<file path="src/rtl/wf_pkg.sv">
package wf_pkg;
  localparam int STATE_W = 3;
  typedef logic [STATE_W-1:0] state_t;

  localparam state_t ST_SEEK  = 3'b000;
  localparam state_t ST_PIVOT = 3'b001;
  localparam state_t ST_HUG   = 3'b010;
  localparam state_t ST_REACQ = 3'b011;
  localparam state_t ST_GAP   = 3'b100;

  typedef struct packed {
    logic fwd;
    logic left;
    logic right;
  } act_t;
endpackage

</file>
<file path="src/rtl/wf_next_state.sv">
module wf_next_state
  import wf_pkg::*;
(
  input  state_t cur_i,
  input  logic   left_i,
  input  logic   right_i,
  output state_t nxt_o
);
  always_comb begin
    case (cur_i)
      ST_SEEK:  nxt_o = (left_i || right_i) ? ST_PIVOT : ST_SEEK;
      ST_PIVOT,
      ST_HUG: begin
        if (left_i)       nxt_o = ST_PIVOT;
        else if (right_i) nxt_o = ST_HUG;
        else              nxt_o = ST_REACQ;
      end
      ST_REACQ,
      ST_GAP:   nxt_o = right_i ? ST_HUG : ST_GAP;
      default:  nxt_o = ST_SEEK;
    endcase
  end
endmodule

</file>
<file path="src/rtl/wf_state_reg.sv">
module wf_state_reg
  import wf_pkg::*;
(
  input  logic   clk,
  input  logic   rst,
  input  state_t nxt_i,
  output state_t state_q
);
  always_ff @(posedge clk) begin
    if (rst) state_q <= ST_SEEK;
    else     state_q <= nxt_i;
  end
endmodule

</file>
<file path="src/rtl/wf_action_decode.sv">
module wf_action_decode
  import wf_pkg::*;
(
  input  state_t state_i,
  output act_t   act_o
);
  always_comb begin
    case (state_i)
      ST_SEEK:  act_o = '{fwd: 1'b1, left: 1'b0, right: 1'b0};
      ST_PIVOT: act_o = '{fwd: 1'b0, left: 1'b1, right: 1'b0};
      ST_HUG:   act_o = '{fwd: 1'b1, left: 1'b1, right: 1'b0};
      ST_REACQ: act_o = '{fwd: 1'b1, left: 1'b0, right: 1'b1};
      ST_GAP:   act_o = '{fwd: 1'b1, left: 1'b0, right: 1'b1};
      default:  act_o = '{fwd: 1'b0, left: 1'b0, right: 1'b0};
    endcase
  end
endmodule

</file>
<file path="src/rtl/wall_follow_ctrl.sv">
module wall_follow_ctrl
  import wf_pkg::*;
(
  input  logic               clk,
  input  logic               rst,
  input  logic               ant_left_i,
  input  logic               ant_right_i,
  output logic               step_fwd_o,
  output logic               veer_left_o,
  output logic               veer_right_o,
  output logic [STATE_W-1:0] mode_o
);
  state_t state_q;
  state_t nxt_s;
  act_t   act_s;

  wf_next_state u_next (
    .cur_i   (state_q),
    .left_i  (ant_left_i),
    .right_i (ant_right_i),
    .nxt_o   (nxt_s)
  );

  wf_state_reg u_reg (
    .clk     (clk),
    .rst     (rst),
    .nxt_i   (nxt_s),
    .state_q (state_q)
  );

  wf_action_decode u_dec (
    .state_i (state_q),
    .act_o   (act_s)
  );

  assign step_fwd_o   = act_s.fwd;
  assign veer_left_o  = act_s.left;
  assign veer_right_o = act_s.right;
  assign mode_o       = state_q;
endmodule

</file>
<file path="config.mk">
export PLATFORM = sky130hd
export DESIGN_NAME = wall_follow_ctrl
export DESIGN_NICKNAME = d
export VERILOG_FILES = /design/src/rtl/wf_pkg.sv /design/src/rtl/wf_next_state.sv /design/src/rtl/wf_state_reg.sv /design/src/rtl/wf_action_decode.sv /design/src/rtl/wall_follow_ctrl.sv
export SDC_FILE = /design/constraint.sdc
export NUM_CORES = 1
export LEC_CHECK = 0
export BUFFER_PORTS_ARGS = -buffer_cell sky130_fd_sc_hd__buf_2
export CORE_AREA = 4 4 41 43
export DETAILED_ROUTE_END_ITERATION = 7
export DIE_AREA = 0 0 45 47
export PLACE_DENSITY_LB_ADDON = 0.2
export SLEW_MARGIN = 20
export SYNTH_ARGS = -nofsm -noshare
export SYNTH_HDL_FRONTEND = slang
export SYNTH_SLANG_ARGS = --single-unit
</file>
<file path="constraint.sdc">
create_clock -name clk -period 1.39 [get_ports clk]
set_input_delay 0.417 -clock clk [delete_from_list [all_inputs] [get_ports clk]]
set_output_delay 0.417 -clock clk [all_outputs]
set_load 0.05 [all_outputs]
</file>
==> run metrics <==
DIE WIDTH=about 45 um; violated checks=negative setup slack; Max rail drop VDD=about 320 uV; maximum clock insertion buffer count=2; Avg Inst Size Synth=8.26 um^2; EDFF count, synth=0; CP Buf/Inv Count=1; Vias/cell=between 4 and 5; Fin Hold WS=approximately 0.38 ns; WS Path Type=register to output pin; DP Wirelength=approximately 440 um; fraction of registers with async set/reset=0%; Routed Antenna Nets=0; Routed WL=666 um; Initial Util=roughly 16%; max reg flops=3; MaxCap Viol Count=0; area grow syn2layout=100%; Leak=0.000165 uW; Peak Freq=between 600 and 700 MHz; Routed wire per std cell=12.1 um; startpoint class of the critical path=register; Rel. slew slack=76.6%; endpoints failing hold=0; area leader, netlist=dfxtp_1; global-route wire length before repair=~1000 um; Fin Clk Skew=approximately 0.0032 ns; residual DRC count=0; I/O pin count=10; critical path arrival=about 1.1 ns; CP endpoint kind=output pin; antenna fix cells=0; initial drt markers=6; insertion delay to the later sink of the worst-skew pair=approximately 0.23 ns; Reg clk slew, reported paths=about 0.04 ns; die height=roughly 47 um; largest cells by area after synthesis=dfxtp_1, a2111oi_2, buf_6; Final min period=1.47 ns; Synth Register Bits=3; critical path peak fanout=6; CTS tree=yes; total congestion overflow=0; commonest cells in the netlist=dfxtp_1, nand2_1, a21oi_1, inv_1, nor2_1; number of H-tree levels=1; Crit path required time=~0.97 ns; Die Area=approximately 2100 um^2; share of the synthesized area in the top cell type=between 20 and 30%; Hold Crit Class=primary input to register; Fill cells=148; biggest regs=u_reg.state_q: 3 flops; Routability Congestion=0.666; share of layout cells above drive strength 1=between 70 and 80%; Pwr per Cell Area=roughly 1000 nW/um^2; final net count=45; sequential element share of the synthesized area=a little under 30%; pin count of the biggest net entering global routing=8; Final Slew Violations=0; TNS Setup=-0.189 ns; Power, Total=approximately 430 uW; number of cell rows=13; unrepaired setup endpoints after global routing=true; Largest Register=u_reg.state_q; via count=241; root buffer cell=clkbuf_4; port bufs=9; Ys Warns=0; dpl ws=about 0.022 ns; Slowest cell on crit path=dfxtp_4; Num CTS Buffers=3; Syn Nets=29; vias in the first global route=240; initial antenna violation count=0; Top FF cell, synth=dfxtp_1; outcome=complete, but fails checks; crit-path max cell delay=roughly 0.4 ns; drt first pass iters=2; Distinct cells, synth=18; Tot GR Track Use=under 10%; delay-heaviest family, CP=flip-flops; worst-margin pin slew=0.346 ns; Netlist Area Pre-Place=206 um^2; clk sinks=3; final worst slack=-0.0838 ns; CP Cell Sequence=mux2i_4 -> buf_6; period utilisation layout=106%; core area=1300 um^2; Post-Synthesis Cells=25; Final setup violation count=3
kinds of logic after synthesis:
group	count (synthesis)	synth area share (%)
compound gates	7	27.3
xor+xnor	1	4.24
buf+inv	4	11.5
flops	3	29.1
mux	1	4.85
simple gates	9	23.0
routing by layer:
layer  track usage [%]  up-vias  share of wire, %
li1                  -      118                 -
met1              7.26      114                40
met2              11.0        9                55
met3              4.60        0               4.7
met4              3.51        0                 0
met5                 0        -                 0
per-stage QoR:
stage	area [um^2]	instances	util, %
2_1_floorplan	249	25	-
3_3_place_gp	305	49	23.5
3_5_place_dp	305	49	23.5
4_1_cts	382	55	29.3
5_1_grt	413	55	31.7
6_report	413	55	31.7
power breakdown:
part / switching (uW) / internal, uW
logic: 93.3 / 70.6
registers: 16.5 / 92.1
clock network: 45.5 / 108
what timing repair did:
| action | 4_1_cts | 5_1_grt |
|---|---|---|
| buffers inserted | 2 | 0 |
| hold buffers | 0 | 0 |
| gates resized for setup | 10 | 8 |
| pin swaps | 1 | 2 |
| endpoints found under the setup margin | 4 | 5 |
| endpoints found under the hold margin | 0 | 0 |
placed cells by master, fill, tap and decap left out:
| cell | instances |
|---|---|
| nand2_2 | 1 |
| nand3b_1 | 1 |
| dfxtp_4 | 2 |
| or3_4 | 1 |
| a21oi_1 | 1 |
| a211oi_1 | 1 |
| buf_2 | 5 |
| or2_0 | 1 |
| a2111oi_2 | 1 |
| nand2_1 | 1 |
| buf_4 | 3 |
| a21o_2 | 1 |
| nor4b_1 | 1 |
| a211o_1 | 1 |
| inv_1 | 2 |
| nor2_4 | 2 |
| nand2_4 | 1 |
| mux2i_4 | 1 |
| buf_8 | 1 |
| clkbuf_4 | 3 |
| dfxtp_2 | 1 |
| xnor2_2 | 1 |
| a31oi_1 | 1 |
| buf_6 | 4 |
| clkbuf_1 | 1 |
| a21oi_4 | 1 |
layout make-up:
class / count / area, um^2 / area share [%]
Clock buffer: 4 / 26.3 / 6.36
Inverter: 2 / 7.51 / 1.82
Multi-Input combinational cell: 18 / 184 / 44.5
Sequential cell: 3 / 68.8 / 16.7
Tap cell: 15 / 18.8 / 4.55
Timing Repair Buffer: 13 / 108 / 26.1
final timing paths:
kind	slack, ns	endpoint	from	depth (start not counted)
max	-0.08	step_fwd_o	u_reg.state_q[1]	2
min reg2reg	0.46	u_reg.state_q[0]	u_reg.state_q[2]	1
min	0.38	u_reg.state_q[1]	rst	2
max reg2reg	0.02	u_reg.state_q[0]	u_reg.state_q[1]	5
worst register-to-register path: cells and delay by family (launching register included):
family	cells	cell delay, ns
DFF	1	0.38
and+or+nand+nor	1	0.39
buffers and inverters	2	0.28
AOI/OAI and AO/OA	2	0.21
No activity file was read; power rests on OpenSTA's default activity.
